### config.mk
export PLATFORM = sky130hd
export DESIGN_NAME = cmd_issue_ctrl
export DESIGN_NICKNAME = d
export VERILOG_FILES = /design/src/rtl/cis_pkg.sv /design/src/rtl/cis_decode.sv /design/src/rtl/cis_host_regs.sv /design/src/rtl/cis_issue.sv /design/src/rtl/cmd_issue_ctrl.sv
export SDC_FILE = /design/constraint.sdc
export NUM_CORES = 1
export LEC_CHECK = 0
export CORE_MARGIN = 2
export CORE_UTILIZATION = 55
export DETAILED_ROUTE_END_ITERATION = 12
export DONT_BUFFER_PORTS = 1
export PLACE_DENSITY_LB_ADDON = 0.1
export SLEW_MARGIN = 20
export SYNTH_ARGS = -nofsm -noshare
export SYNTH_HDL_FRONTEND = slang
export SYNTH_SLANG_ARGS = --single-unit
export TNS_END_PERCENT = 30
### constraint.sdc
create_clock -name clk -period 2.81 [get_ports clk]
set_input_delay 0.4215 -clock clk [delete_from_list [all_inputs] [get_ports clk]]
set_output_delay 0.4215 -clock clk [all_outputs]
set_load 0.02 [all_outputs]
### src/rtl/cis_pkg.sv
package cis_pkg;
  typedef enum logic [1:0] {
    ST_IDLE   = 2'd0,
    ST_WAIT   = 2'd1,
    ST_DECODE = 2'd2,
    ST_STALL  = 2'd3
  } iss_state_e;

  typedef enum logic [1:0] {
    K_NOP  = 2'd0,
    K_MARK = 2'd1,
    K_LOAD = 2'd2,
    K_BAD  = 2'd3
  } cmd_kind_e;

  localparam logic [6:0] OPC_NOP  = 7'h00;
  localparam logic [6:0] OPC_MARK = 7'h07;
  localparam logic [6:0] OPC_LOAD = 7'h30;

  localparam int BIT_INTR = 31;
  localparam int BIT_ILL  = 13;
  localparam int BIT_TAGE = 12;
  localparam int BIT_INTS = 11;
  localparam int BIT_ISTL = 10;

  localparam int MSK_INT  = 0;
  localparam int MSK_TAG  = 1;
  localparam int MSK_ILL  = 2;

  localparam logic [2:0] RA_STATUS = 3'd0;
  localparam logic [2:0] RA_CTRL   = 3'd1;
  localparam logic [2:0] RA_MASK   = 3'd2;
  localparam logic [2:0] RA_MARK   = 3'd3;
  localparam logic [2:0] RA_CODE   = 3'd4;
endpackage

### src/rtl/cis_decode.sv
module cis_decode
  import cis_pkg::*;
#(
  parameter int WORD_W = 32,
  parameter int CNT_W  = 8,
  parameter int IMM_W  = 16
) (
  input  logic [WORD_W-1:0] word,
  output logic              intr,
  output cmd_kind_e         kind,
  output logic [CNT_W-1:0]  count,
  output logic [IMM_W-1:0]  imm
);
  localparam int OPC_LO = IMM_W + CNT_W;

  logic [6:0] opc;

  always_comb begin
    intr  = word[WORD_W-1];
    opc   = word[WORD_W-2:OPC_LO];
    count = word[OPC_LO-1:IMM_W];
    imm   = word[IMM_W-1:0];
    unique case (opc)
      OPC_NOP:  kind = K_NOP;
      OPC_MARK: kind = K_MARK;
      OPC_LOAD: kind = K_LOAD;
      default:  kind = K_BAD;
    endcase
  end
endmodule

### src/rtl/cis_host_regs.sv
module cis_host_regs
  import cis_pkg::*;
#(
  parameter int WORD_W = 32,
  parameter int ADDR_W = 3,
  parameter int HW_W   = 4,
  parameter int IMM_W  = 16
) (
  input  logic              clk,
  input  logic              rst,
  input  logic              host_valid,
  input  logic              host_write,
  input  logic [ADDR_W-1:0] host_addr,
  input  logic [HW_W-1:0]   host_wdata,
  output logic [WORD_W-1:0] host_rdata,
  input  logic [WORD_W-1:0] status_in,
  input  logic [WORD_W-1:0] code_in,
  input  logic [IMM_W-1:0]  mark_in,
  output logic [HW_W-1:0]   mask_o,
  output logic              soft_rst,
  output logic              cancel,
  output logic              ctl_hold
);
  logic wr_ctrl, wr_mask, rd_req;

  always_comb begin
    wr_ctrl  = host_valid && host_write && (host_addr == ADDR_W'(RA_CTRL));
    wr_mask  = host_valid && host_write && (host_addr == ADDR_W'(RA_MASK));
    rd_req   = host_valid && !host_write;
    soft_rst = wr_ctrl && host_wdata[0];
    cancel   = wr_ctrl && host_wdata[3];
    ctl_hold = wr_ctrl;
  end

  always_ff @(posedge clk) begin
    if (rst || soft_rst) begin
      mask_o <= '0;
    end else if (wr_mask) begin
      mask_o <= host_wdata;
    end
  end

  always_ff @(posedge clk) begin
    if (rst) begin
      host_rdata <= '0;
    end else if (rd_req) begin
      unique case (host_addr)
        ADDR_W'(RA_STATUS): host_rdata <= status_in;
        ADDR_W'(RA_MASK):   host_rdata <= WORD_W'(mask_o);
        ADDR_W'(RA_MARK):   host_rdata <= WORD_W'(mark_in);
        ADDR_W'(RA_CODE):   host_rdata <= code_in;
        default:            host_rdata <= '0;
      endcase
    end
  end
endmodule

### src/rtl/cis_issue.sv
module cis_issue
  import cis_pkg::*;
#(
  parameter int WORD_W = 32,
  parameter int CNT_W  = 8,
  parameter int IMM_W  = 16,
  parameter int HW_W   = 4
) (
  input  logic              clk,
  input  logic              rst,
  input  logic              soft_rst,
  input  logic              cancel,
  input  logic              ctl_hold,
  input  logic [HW_W-1:0]   mask,
  input  logic              in_valid,
  input  logic [WORD_W-1:0] in_word,
  input  logic              in_is_tag,
  output logic              in_pop,
  output logic [WORD_W-1:0] status_o,
  output logic [WORD_W-1:0] code_o,
  output logic [IMM_W-1:0]  mark_o,
  output logic              exec_valid,
  output logic [WORD_W-1:0] exec_word,
  output logic              opnd_busy
);
  iss_state_e       st_q, st_n;
  logic             ill_q, ill_n, tage_q, tage_n, ints_q, ints_n, istl_q, istl_n;
  logic             noloop_q, noloop_n;
  logic [CNT_W-1:0] rem_q, rem_n;
  logic [WORD_W-1:0] code_n;
  logic [IMM_W-1:0] mark_n;
  logic             exv_n;
  logic [WORD_W-1:0] exw_n;

  logic             d_intr;
  cmd_kind_e        d_kind;
  logic [CNT_W-1:0] d_count;
  logic [IMM_W-1:0] d_imm;

  cis_decode #(.WORD_W(WORD_W), .CNT_W(CNT_W), .IMM_W(IMM_W)) u_dec (
    .word (in_word),
    .intr (d_intr),
    .kind (d_kind),
    .count(d_count),
    .imm  (d_imm)
  );

  logic flags_any;
  assign flags_any = ill_q || tage_q || istl_q;
  assign opnd_busy = (rem_q != '0);

  always_comb begin
    st_n = st_q;  ill_n = ill_q;  tage_n = tage_q;  ints_n = ints_q;
    istl_n = istl_q;  noloop_n = noloop_q;  rem_n = rem_q;
    code_n = code_o;  mark_n = mark_o;  exv_n = 1'b0;  exw_n = exec_word;
    in_pop = 1'b0;
    if (soft_rst) begin
      st_n = ST_IDLE;  ill_n = 1'b0;  tage_n = 1'b0;  ints_n = 1'b0;
      istl_n = 1'b0;  noloop_n = 1'b0;  rem_n = '0;
      code_n = '0;  mark_n = '0;
    end else if (cancel) begin
      ill_n = 1'b0;  tage_n = 1'b0;  ints_n = 1'b0;  istl_n = 1'b0;
      if (st_q == ST_STALL) st_n = ST_IDLE;
    end else if (ctl_hold) begin
      st_n = st_q;
    end else if (opnd_busy) begin
      if (!in_valid) begin
        st_n = ST_WAIT;
      end else begin
        in_pop = 1'b1;
        if (in_is_tag) begin
          if (!mask[MSK_TAG]) tage_n = 1'b1;
        end else if (rem_q == CNT_W'(1)) begin
          rem_n = '0;  st_n = ST_IDLE;  exv_n = 1'b1;  exw_n = code_o;
        end else begin
          rem_n = rem_q - CNT_W'(1);  st_n = ST_DECODE;
        end
      end
    end else if (!in_valid) begin
      st_n = st_q;
    end else if (in_is_tag) begin
      in_pop = 1'b1;
    end else if (flags_any) begin
      st_n = ST_STALL;
    end else begin
      code_n = in_word;
      if (d_intr && !noloop_q && (d_kind != K_MARK)) begin
        ints_n = 1'b1;  noloop_n = 1'b1;  st_n = ST_STALL;
        if (!mask[MSK_INT]) istl_n = 1'b1;
      end else begin
        if (d_intr && !noloop_q) begin
          ints_n = 1'b1;
          if (!mask[MSK_INT]) istl_n = 1'b1;
        end
        noloop_n = 1'b0;
        in_pop   = 1'b1;
        unique case (d_kind)
          K_NOP: begin
            st_n = ST_IDLE;  exv_n = 1'b1;  exw_n = in_word;
          end
          K_MARK: begin
            mark_n = d_imm;  st_n = ST_IDLE;  exv_n = 1'b1;  exw_n = in_word;
          end
          K_LOAD: begin
            if (d_count == '0) begin
              st_n = ST_IDLE;  exv_n = 1'b1;  exw_n = in_word;
            end else begin
              rem_n = d_count;  st_n = ST_DECODE;
            end
          end
          default: begin
            if (!mask[MSK_ILL]) begin
              ill_n = 1'b1;  st_n = ST_STALL;
            end else begin
              st_n = ST_IDLE;
            end
          end
        endcase
      end
    end
  end

  always_ff @(posedge clk) begin
    if (rst) begin
      st_q <= ST_IDLE;  ill_q <= 1'b0;  tage_q <= 1'b0;  ints_q <= 1'b0;
      istl_q <= 1'b0;  noloop_q <= 1'b0;  rem_q <= '0;
      code_o <= '0;  mark_o <= '0;  exec_valid <= 1'b0;  exec_word <= '0;
    end else begin
      st_q <= st_n;  ill_q <= ill_n;  tage_q <= tage_n;  ints_q <= ints_n;
      istl_q <= istl_n;  noloop_q <= noloop_n;  rem_q <= rem_n;
      code_o <= code_n;  mark_o <= mark_n;  exec_valid <= exv_n;  exec_word <= exw_n;
    end
  end

  always_comb begin
    status_o           = '0;
    status_o[1:0]      = st_q;
    status_o[BIT_ILL]  = ill_q;
    status_o[BIT_TAGE] = tage_q;
    status_o[BIT_INTS] = ints_q;
    status_o[BIT_ISTL] = istl_q;
  end
endmodule

### src/rtl/cmd_issue_ctrl.sv
module cmd_issue_ctrl
  import cis_pkg::*;
#(
  parameter int WORD_W = 32,
  parameter int ADDR_W = 3,
  parameter int HW_W   = 4,
  parameter int CNT_W  = 8,
  parameter int IMM_W  = 16
) (
  input  logic              clk,
  input  logic              rst,
  input  logic              in_valid,
  input  logic [WORD_W-1:0] in_word,
  input  logic              in_is_tag,
  output logic              in_pop,
  input  logic              host_valid,
  input  logic              host_write,
  input  logic [ADDR_W-1:0] host_addr,
  input  logic [HW_W-1:0]   host_wdata,
  output logic [WORD_W-1:0] host_rdata,
  output logic              exec_valid,
  output logic [WORD_W-1:0] exec_word
);
  logic [WORD_W-1:0] status_w, code_w;
  logic [IMM_W-1:0]  mark_w;
  logic [HW_W-1:0]   mask_w;
  logic              soft_rst_w, cancel_w, hold_w, busy_w;

  cis_host_regs #(.WORD_W(WORD_W), .ADDR_W(ADDR_W), .HW_W(HW_W), .IMM_W(IMM_W)) u_regs (
    .clk       (clk),
    .rst       (rst),
    .host_valid(host_valid),
    .host_write(host_write),
    .host_addr (host_addr),
    .host_wdata(host_wdata),
    .host_rdata(host_rdata),
    .status_in (status_w),
    .code_in   (code_w),
    .mark_in   (mark_w),
    .mask_o    (mask_w),
    .soft_rst  (soft_rst_w),
    .cancel    (cancel_w),
    .ctl_hold  (hold_w)
  );

  cis_issue #(.WORD_W(WORD_W), .CNT_W(CNT_W), .IMM_W(IMM_W), .HW_W(HW_W)) u_iss (
    .clk       (clk),
    .rst       (rst),
    .soft_rst  (soft_rst_w),
    .cancel    (cancel_w),
    .ctl_hold  (hold_w),
    .mask      (mask_w),
    .in_valid  (in_valid),
    .in_word   (in_word),
    .in_is_tag (in_is_tag),
    .in_pop    (in_pop),
    .status_o  (status_w),
    .code_o    (code_w),
    .mark_o    (mark_w),
    .exec_valid(exec_valid),
    .exec_word (exec_word),
    .opnd_busy (busy_w)
  );
endmodule

==> flow_metrics.py <==
metrics = {
    "global_routing": {
        "overflow": 0,
        "track_usage_pct": 26.8,
        "grt_max_degree": 70,
        "grt_pass1_vias": 4669,
        "grt_antenna_before_repair": 1,
        "grt_pass1_wl_um": 24500,
    },
    "power": {
        "combPwrFrac_pct": 6.7,
        "leakagePower_nw": 2.70,
        "powerDensity_nw_per_um2": 634,
        "ir_drop_mv": 0.480,
        "p_sw_share_pct": 24.0,
        "clockPowerShare_pct": 47.9,
        "p_seq_share_pct": 45.4,
        "internal-power_mw": 3.29,
        "power.switching_mw": 1.04,
    },
    "routing": {
        "route.detailed.drc": 0,
        "vias": 4801,
        "initialDrtViolationCount": 346,
        "wl_um": 15300,
        "postRouteAntennaNets": 0,
        "vias_per_cell": 5.87,
        "avgRoutedWirePerCell_um": 18.8,
        "firstDrtPassIters": 7,
    },
    "sta": {
        "fmax_mhz": 383,
        "period_minus_slack_ps": 2610,
        "maxSlewViolCount": 0,
        "finClkSkew_ps": 8.72,
        "setup_tns_ps": 0,
        "hold_viol": 0,
        "min_period_over_period_pct": 92.9,
        "worst_pin_slew_ps": 1010,
        "rsz0062_at_grt": "no",
        "slew_headroom_pct": 32.9,
        "finalSetupViolCount": 0,
    },
    "placed_design": {
        "place_congestion": 0.884,
        "dpl_cell_area_um2": 6240,
        "dpl.hpwl_um": 10400,
        "port_buffers": 0,
        "placed_cells": 785,
    },
    "synth": {
        "ys_seq_area_share_pct": 43.1,
        "synth_cells": 673,
        "yosysWarnings": 0,
        "synth-edff-count": 0,
        "synth.area.top_cells": "dfxtp_1, mux2i_1, mux2_4",
        "ys_types": 60,
        "synth_nets": 720,
        "ys_async_sr_fraction_pct": 0,
        "synth_ff_type": "dfxtp_1",
        "ys_ff_latch": 132,
        "synth_area_per_cell_um2": 9.10,
        "synth_top_area_share_pct": 43.1,
        "syn_area_um2": 6120,
        "synth_top_area_cell": "dfxtp_1",
    },
    "job": {
        "cap_violations": 0,
    },
    "worst_setup_path": {
        "reg2reg_slack_ps": 250,
        "cp_max_fo": 6,
        "critPathKind": "flop to output pin",
        "required_ps": 2390,
        "start_kind": "flop",
        "endpoint_kind": "output pin",
        "arrival_ps": 2190,
    },
    "floorplan": {
        "start_util_pct": 56.5,
        "die-area_um2": 12000,
        "die_w_um": 110,
        "ios": 111,
        "die_h_um": 110,
        "core_area_um2": 10800,
        "rows": 38,
    },
    "status": {
        "status": "completed",
    },
    "clocking": {
        "cts.clk_slew.worst_paths_ps": 60,
        "cts_sinks": 132,
        "clock_path_buffers": 2,
        "worst_skew_pair.late_latency_ps": 530,
        "cts_buffers": 17,
        "cts-root-buf": "clkbuf_8",
        "cts_tree": "done",
        "htree_levels": 4,
    },
    "finish": {
        "drive_gt1_share_pct": 13.6,
        "fin_area_um2": 6820,
        "layout_commonest_cell": "dfxtp_1",
        "final_cell_mix": "dfxtp_1, nor2_1, nand2_1, mux2i_1, a21oi_1",
        "synthToLayoutAreaGrowth_pct": 11.3,
        "final_cells": 818,
        "diodes": 0,
        "fin_nets": 712,
    },
    "worst_hold_path": {
        "hold_class": "input pin to flop",
    },
}
==> power by group through the flow <==
stage / logic (mW) / registers [mW] / clock network [mW]
floorplan: 0.241 / 1.99 / 0
global placement: 0.274 / 2.00 / 0
CTS: 0.290 / 1.96 / 2.11
global route: 0.323 / 1.97 / 2.19
detailed placement: 0.278 / 2.00 / 0
finish: 0.291 / 1.96 / 2.07
==> stage by stage <==
stage	utilization (%)	hold slack [ps]	setup WS (ps)	power, mW
global route	62.9	24.4	45.4	4.48
CTS	62.9	20.4	147	4.36
finish	62.9	39.7	200	4.32
floorplan	-	440	625	2.23
global placement	57.5	464	372	2.28
detailed placement	57.5	479	291	2.28
==> registers in the layout (all words and copies together), names as in the netlist <==
register and count:
u_iss.noloop_q 1, u_iss.mark_o 16, u_regs.mask_o 4, u_iss.tage_q 1, u_iss.ints_q 1, u_iss.exec_word 32
u_iss.ill_q 1, u_iss.exec_valid 1, u_iss.rem_q 8, u_iss.st_q 2, u_iss.code_o 32, u_iss.istl_q 1
u_regs.host_rdata 32
==> metal layers <==
| layer | share of wire, % | GRT usage [%] | vias up |
|---|---|---|---|
| met1 | 45 | 35.9 | 2267 |
| met4 | 1.4 | 10.0 | 0 |
| met5 | 0 | 0 | - |
| met2 | 46 | 40.5 | 156 |
| li1 | - | - | 2357 |
| met3 | 7.4 | 8.30 | 21 |
==> layout make-up <==
cell class                      instances  area (um^2)
Multi-Input combinational cell        489         3260
Inverter                                7         26.3
Fill cell                             947         4020
Clock inverter                         14          139
Tap cell                              140          175
Clock buffer                           18          418
Timing Repair Buffer                   18          160
Sequential cell                       132         2640
==> final timing paths <==
| kind | end | from | cells after the start |
|---|---|---|---|
| worst min-delay path | u_iss.code_o[19] | in_word[19] | 2 |
| worst max register to register | u_iss.exec_word[2] | u_iss.rem_q[0] | 8 |
| worst max-delay path | in_pop | u_iss.rem_q[0] | 6 |
| worst min register to register | u_iss.ints_q | u_iss.ints_q | 1 |
==> what timing repair did <==
item,in CTS,in global routing
resized for setup,0,1
hold buffers,1,0
setup buffers,0,0
setup endpoints to repair,0,1
hold endpoints to repair,33,0
==> critical path, stage by stage (launching register included) <==
cell and delay [ps]:
dfxtp_1 340, inv_1 100, ha_1 240, nor4b_2 290, nand3_1 360, nor2_1 230
nor2_2 110
==> cells by family (layout without fill, tap and decap cells) <==
logic type / after synthesis / in the layout / share of synthesized area [%]
flip-flops: 132 / 132 / 43.1
AO/OA/AOI/OAI: 120 / 120 / 13.5
multiplexers: 94 / 94 / 17.9
AND/OR/NAND/NOR: 271 / 271 / 20.7
buffers and inverters: 52 / 57 / 4.02
XOR/XNOR: 2 / 2 / 0.286
adder cells (fa/ha/maj): 2 / 2 / 0.409
==> cell usage after synthesis (3+ instances only) <==
library cell / n
mux2i_1: 62
mux2_4: 30
nor2_1: 97
buf_2: 8
nand2b_1: 6
nor3_1: 19
buf_4: 3
nand3_1: 5
a22oi_1: 26
nor2b_1: 35
clkbuf_1: 28
inv_1: 7
dfxtp_1: 132
nor4_1: 7
or3_1: 6
o21a_1: 5
o2bb2ai_1: 9
a221oi_1: 8
a22o_1: 3
o21ai_0: 5
buf_6: 4
a21oi_1: 40
nand2_1: 77
Power figures use the tool's default switching activity.
